===== config.mk =====
export PLATFORM = sky130hd
export DESIGN_NAME = audio_sample_fifo
export DESIGN_NICKNAME = d
export VERILOG_FILES = /design/src/rtl/audio_sample_fifo.sv
export SDC_FILE = /design/constraint.sdc
export NUM_CORES = 2
export LEC_CHECK = 0
export ABC_AREA = 0
export ABC_CLOCK_PERIOD_IN_PS = 5900
export BUFFER_PORTS_ARGS = -buffer_cell sky130_fd_sc_hd__buf_4
export CORE_MARGIN = 2
export CORE_UTILIZATION = 50
export DETAILED_ROUTE_END_ITERATION = 7
export GPL_TIMING_DRIVEN = 0
export MAX_ROUTING_LAYER = met4
export PLACE_DENSITY = 0.67
export REMOVE_ABC_BUFFERS = 1
export SKIP_CTS_REPAIR_TIMING = 1
export SLEW_MARGIN = 20
export SYNTH_ARGS = -nofsm -noshare
export SYNTH_HDL_FRONTEND = slang
export SYNTH_SLANG_ARGS = --single-unit

===== constraint.sdc =====
create_clock -name clk -period 5.9 [get_ports clk]
set_clock_uncertainty 0.2 [all_clocks]
set_input_delay 1.18 -clock clk [delete_from_list [all_inputs] [get_ports clk]]
set_output_delay 1.18 -clock clk [all_outputs]
set_load 0.02 [all_outputs]

===== src/rtl/audio_sample_fifo.sv =====
module audio_sample_fifo #(
  parameter int DEPTH = 32,
  localparam int AW = $clog2(DEPTH),
  localparam int CW = $clog2(DEPTH + 1)
) (
  input  logic          clk,
  input  logic          rst_n,
  input  logic          tx_wr,
  input  logic [31:0]   tx_wdata,
  input  logic          tx_in_mode,
  input  logic [1:0]    tx_res,
  input  logic          tx_pop,
  output logic [23:0]   tx_sample,
  input  logic          rx_push,
  input  logic [23:0]   rx_sample,
  input  logic          rx_rd,
  input  logic [1:0]    rx_mode,
  output logic [31:0]   rx_rdata,
  input  logic [AW-1:0] tx_trig,
  input  logic [AW-1:0] rx_trig,
  input  logic          flush_tx,
  input  logic          flush_rx,
  output logic [CW-1:0] tx_free,
  output logic [CW-1:0] rx_level,
  output logic          tx_room,
  output logic          rx_avail,
  output logic          tx_drq,
  output logic          rx_drq,
  input  logic          tx_cnt_ld,
  input  logic          rx_cnt_ld,
  input  logic [31:0]   cnt_ld_val,
  output logic [31:0]   tx_count,
  output logic [31:0]   rx_count
);

  logic [23:0]   tx_mem [DEPTH];
  logic [23:0]   rx_mem [DEPTH];
  logic [AW-1:0] tx_wp, tx_rp, rx_wp, rx_rp;
  logic [CW-1:0] tx_lvl;
  logic [23:0]   tx_aligned, rx_head;

  wire tx_full  = (tx_lvl == CW'(DEPTH));
  wire rx_full  = (rx_level == CW'(DEPTH));
  wire tx_wr_ok = tx_wr && !tx_full && !flush_tx;
  wire tx_pop_ok = tx_pop && (tx_lvl != '0) && !flush_tx;
  wire rx_wr_ok = rx_push && !rx_full && !flush_rx;
  wire rx_rd_ok = rx_rd && (rx_level != '0) && !flush_rx;

  always_comb begin
    unique case ({tx_in_mode, tx_res})
      3'b000:  tx_aligned = {tx_wdata[31:16], 8'h00};
      3'b001:  tx_aligned = {tx_wdata[31:12], 4'h0};
      3'b100:  tx_aligned = {tx_wdata[15:0], 8'h00};
      3'b101:  tx_aligned = {tx_wdata[19:0], 4'h0};
      3'b010, 3'b011: tx_aligned = tx_wdata[31:8];
      default: tx_aligned = tx_wdata[23:0];
    endcase
  end

  always_ff @(posedge clk) begin
    if (tx_wr_ok) tx_mem[tx_wp] <= tx_aligned;
    if (rx_wr_ok) rx_mem[rx_wp] <= rx_sample;
  end

  always_ff @(posedge clk or negedge rst_n) begin
    if (!rst_n) begin
      tx_wp <= '0; tx_rp <= '0; tx_lvl <= '0;
    end else if (flush_tx) begin
      tx_wp <= '0; tx_rp <= '0; tx_lvl <= '0;
    end else begin
      if (tx_wr_ok)  tx_wp <= tx_wp + AW'(1);
      if (tx_pop_ok) tx_rp <= tx_rp + AW'(1);
      tx_lvl <= tx_lvl + CW'(tx_wr_ok) - CW'(tx_pop_ok);
    end
  end

  always_ff @(posedge clk or negedge rst_n) begin
    if (!rst_n) begin
      rx_wp <= '0; rx_rp <= '0; rx_level <= '0;
    end else if (flush_rx) begin
      rx_wp <= '0; rx_rp <= '0; rx_level <= '0;
    end else begin
      if (rx_wr_ok) rx_wp <= rx_wp + AW'(1);
      if (rx_rd_ok) rx_rp <= rx_rp + AW'(1);
      rx_level <= rx_level + CW'(rx_wr_ok) - CW'(rx_rd_ok);
    end
  end

  always_ff @(posedge clk or negedge rst_n) begin
    if (!rst_n) begin
      tx_count <= '0;
      rx_count <= '0;
    end else begin
      if (tx_cnt_ld)     tx_count <= cnt_ld_val;
      else if (tx_wr_ok) tx_count <= tx_count + 32'd1;
      if (rx_cnt_ld)     rx_count <= cnt_ld_val;
      else if (rx_wr_ok) rx_count <= rx_count + 32'd1;
    end
  end

  assign tx_sample = tx_mem[tx_rp];
  assign rx_head   = rx_mem[rx_rp];

  always_comb begin
    unique case (rx_mode)
      2'd0:    rx_rdata = {rx_head, 8'h00};
      2'd1:    rx_rdata = {{8{rx_head[23]}}, rx_head};
      2'd2:    rx_rdata = {rx_head[23:8], 16'h0000};
      default: rx_rdata = {{16{rx_head[23]}}, rx_head[23:8]};
    endcase
  end

  assign tx_free  = CW'(DEPTH) - tx_lvl;
  assign tx_room  = !tx_full;
  assign rx_avail = (rx_level != '0);
  assign tx_drq   = (tx_free >= CW'(tx_trig));
  assign rx_drq   = (rx_level >= (CW'(rx_trig) + CW'(1)));

endmodule


==> flow_summary.ini <==
[floorplanning]
die_w_um = 366
row_count = 132
start_util_pct = 50.5
ios = 249
core_area_um2 = 130000
die_height_um = 366
die_area_um2 = 134000

[sta]
setup_ws_ns = 0.180
worst_slew_pin_slew_ns = 1.04
report.final.slew_viol_count = 0
fmax_ghz = 0.175
max_slew_margin_pct = 30.1
setup_viol = 0
hold_viol_final = 0
rsz0062_at_grt = no
period_minus_slack_ns = 5.72
min_period_over_period_pct = 96.9

[finish]
drive_gt1_share_pct = 29.5
fin_area_um2 = 77400
final_core_util_pct = 59.7
area_growth_pct = 18.3
final_nets = 3825
fillers = 9095

[pwr]
vdd_drop_max_uv = 371
power_density_nw_per_um2 = 375
clkPwrFrac_pct = 35.1
comb_power_share_pct = 19.5
p_leak_nw = 24.7
switching_share_pct = 25.8
internal_power_mw = 21.5
p_switching_mw = 7.49
seqPwrFrac_pct = 45.4

[detailed_routing]
drt-total-wl_um = 160000
first_pass_iters = 6
drt_iter0_drc = 3661
route.detailed.drc = 0
viasPerCell = 6.05
via_count = 33500
ant_nets = 0
avgRoutedWirePerCell_um = 28.9

[place]
place_hpwl_um = 102000
post_dp_cell_area_um2 = 72100
gp_congestion = 0.827
numPortBuffers = 248
place_ws_ns = 0.860

[cts]
clock_latency_ns = 0.79
cts_tree = done
htreeDepth = 4
cts_buffers = 167
clockRootBuffer = clkbuf_16
clockBufferDepth = 3
clkSinkCount = 1632
clk_pin_slew_ns = 0.06

[yosys]
ys_seq_area_share_pct = 74.2
yosys_warnings = 0
netlist_instances = 3301
syn_area_um2 = 65400
async_flop_share_pct = 5.88
ys_seq_elements = 1632
synth_ff_type = edfxtp_1
avgSynthCellArea_um2 = 19.8
synth-edff-count = 1536
synth.distinct_cells = 67

[grt]
grt_overflow = 0
grt_start_max_net_pins = 97
grt_pass1_vias = 33800
grt_util_all_layers_pct = 24.5
antenna_found_initial = 10
grt_pass1_wl_um = 232000

[hold_path]
hp-class = in -> async

[job]
maxCapViolations = 0

[worst_setup_path]
arrival_ns = 4.34
cp.required_ns = 4.52
worstSetupPathType = reg -> out
cp_max_fo = 36
cp-start-kind = register
end_kind = output port

[outcome]
outcome = complete, no violations
[power groups by stage]
stage / Combinational [mW] / Sequential [mW] / Clock, mW
2_1_floorplan: 4.14 / 14.0 / 0
3_3_place_gp: 5.13 / 14.0 / 0
3_5_place_dp: 5.65 / 13.4 / 0
4_1_cts: 5.67 / 13.2 / 10.3
5_1_grt: 6.06 / 13.2 / 10.8
6_report: 5.65 / 13.2 / 10.2
[layer usage]
| metal | track usage [%] | share of wire (%) | vias to the layer above |
|---|---|---|---|
| met5 | - | 0 | - |
| met4 | 8.05 | 2.8 | 0 |
| met3 | 4.23 | 6.7 | 271 |
| met2 | 39.6 | 51 | 1412 |
| met1 | 31.9 | 40 | 17600 |
| li1 | - | - | 14200 |
[cell type report]
type                       instances  area, um2  share of cell area (%)
tap                             1742       2180                    2.82
sequential                      1632      48600                    62.7
inverter                          35        131                   0.170
multi-input combinational       1458      16500                    21.3
clock buffer                     204       4400                    5.69
clock inverter                    86        823                    1.06
timing repair buffer             371       4820                    6.23
antenna                           10       25.0                  0.0323
[cell usage after synthesis (34+ instances only)]
master | number | area share [%]
mux2i_1 | 155 | 2.4
clkbuf_1 | 95 | 0.54
a22oi_1 | 55 | 0.63
dfrtp_1 | 96 | 3.7
nand2_1 | 152 | 0.87
inv_1 | 34 | 0.20
edfxtp_1 | 1536 | 70
xor2_1 | 44 | 0.59
ha_1 | 45 | 0.86
buf_2 | 34 | 0.26
o21ai_0 | 65 | 0.50
nand3_1 | 45 | 0.34
mux4_2 | 367 | 13
xnor2_1 | 45 | 0.60
a21oi_1 | 39 | 0.30
nor2_1 | 126 | 0.72
mux2_2 | 52 | 0.89
[worst max-delay path, stage by stage, from the launching register on]
cell and delay, ns:
dfrtp_4 0.63, buf_12 0.26, buf_12 0.21, nand3b_1 0.61, buf_8 0.38, o221ai_1 0.17, a211oi_1 0.12, a211oi_4 0.46
nand3_2 0.26, o211ai_1 0.20, buf_4 0.19
[registers in the layout, summed over array words and instances, names as in the netlist]
name      cells
rx_mem      768
tx_mem      768
rx_count     32
tx_count     32
rx_level      6
tx_lvl        6
rx_rp         5
rx_wp         5
tx_rp         5
tx_wp         5
[worst paths after layout]
check	start	end	slack, ns	cells after the start
setup / recovery	rx_rp[1]	rx_rdata[21]	0.18	10
setup reg to reg	tx_lvl[2]	tx_mem[10][23]	1.91	9
min in group clk	rx_count[31]	rx_count[31]	0.37	2
max in group asynchronous	rst_n	tx_rp[2]	4.46	1
hold reg to reg	rx_count[31]	rx_count[31]	0.37	2
hold / removal	rst_n	rx_count[14]	0.26	1
[per-stage QoR]
| step | total power, mW | hold slack [ns] | TNS (ns) | cells |
|---|---|---|---|---|
| floorplan | 18.1 | 0.350 | -260.52 | 3125 |
| global placement | 19.2 | 0.363 | -567.45 | 5115 |
| detailed placement | 19.1 | 0.367 | 0 | 5237 |
| CTS | 29.2 | 0.306 | 0 | 5527 |
| global route | 30.0 | 0.352 | 0 | 5537 |
| finish | 29.0 | 0.259 | 0 | 5538 |
[cell usage in the layout, fill, tap and decap left out, types with 15 or more instances in the layout]
cell type  count
a211oi_1      22
a21oi_1       39
a22o_1        15
a22oi_1       54
and3_1        15
buf_12        33
buf_16        77
buf_4        247
clkbuf_1      32
clkbuf_16    170
clkinv_1      38
clkinv_2      15
dfrtp_1       87
edfxtp_1    1536
ha_1          45
inv_1         34
mux2_2        52
mux2i_1      155
mux4_2       367
nand2_1      152
nand3_1       44
nand4_1       17
nor2_1        57
nor2_4        66
nor2b_1       16
o21ai_0       65
o21ai_1       33
o221ai_1      20
o22ai_1       24
xnor2_1       45
xor2_1        44
[cells by family after synthesis]
logic type,count (synthesis),share of synthesized area (%)
flip-flops,1632,74.2
multiplexers,576,16.0
AND/OR/NAND/NOR,440,3.17
AO/OA/AOI/OAI,306,3.04
buffers and inverters,211,1.54
XOR/XNOR,89,1.19
adder cells (fa/ha/maj),47,0.922
Note: power is estimated with default switching activity, not from simulation.
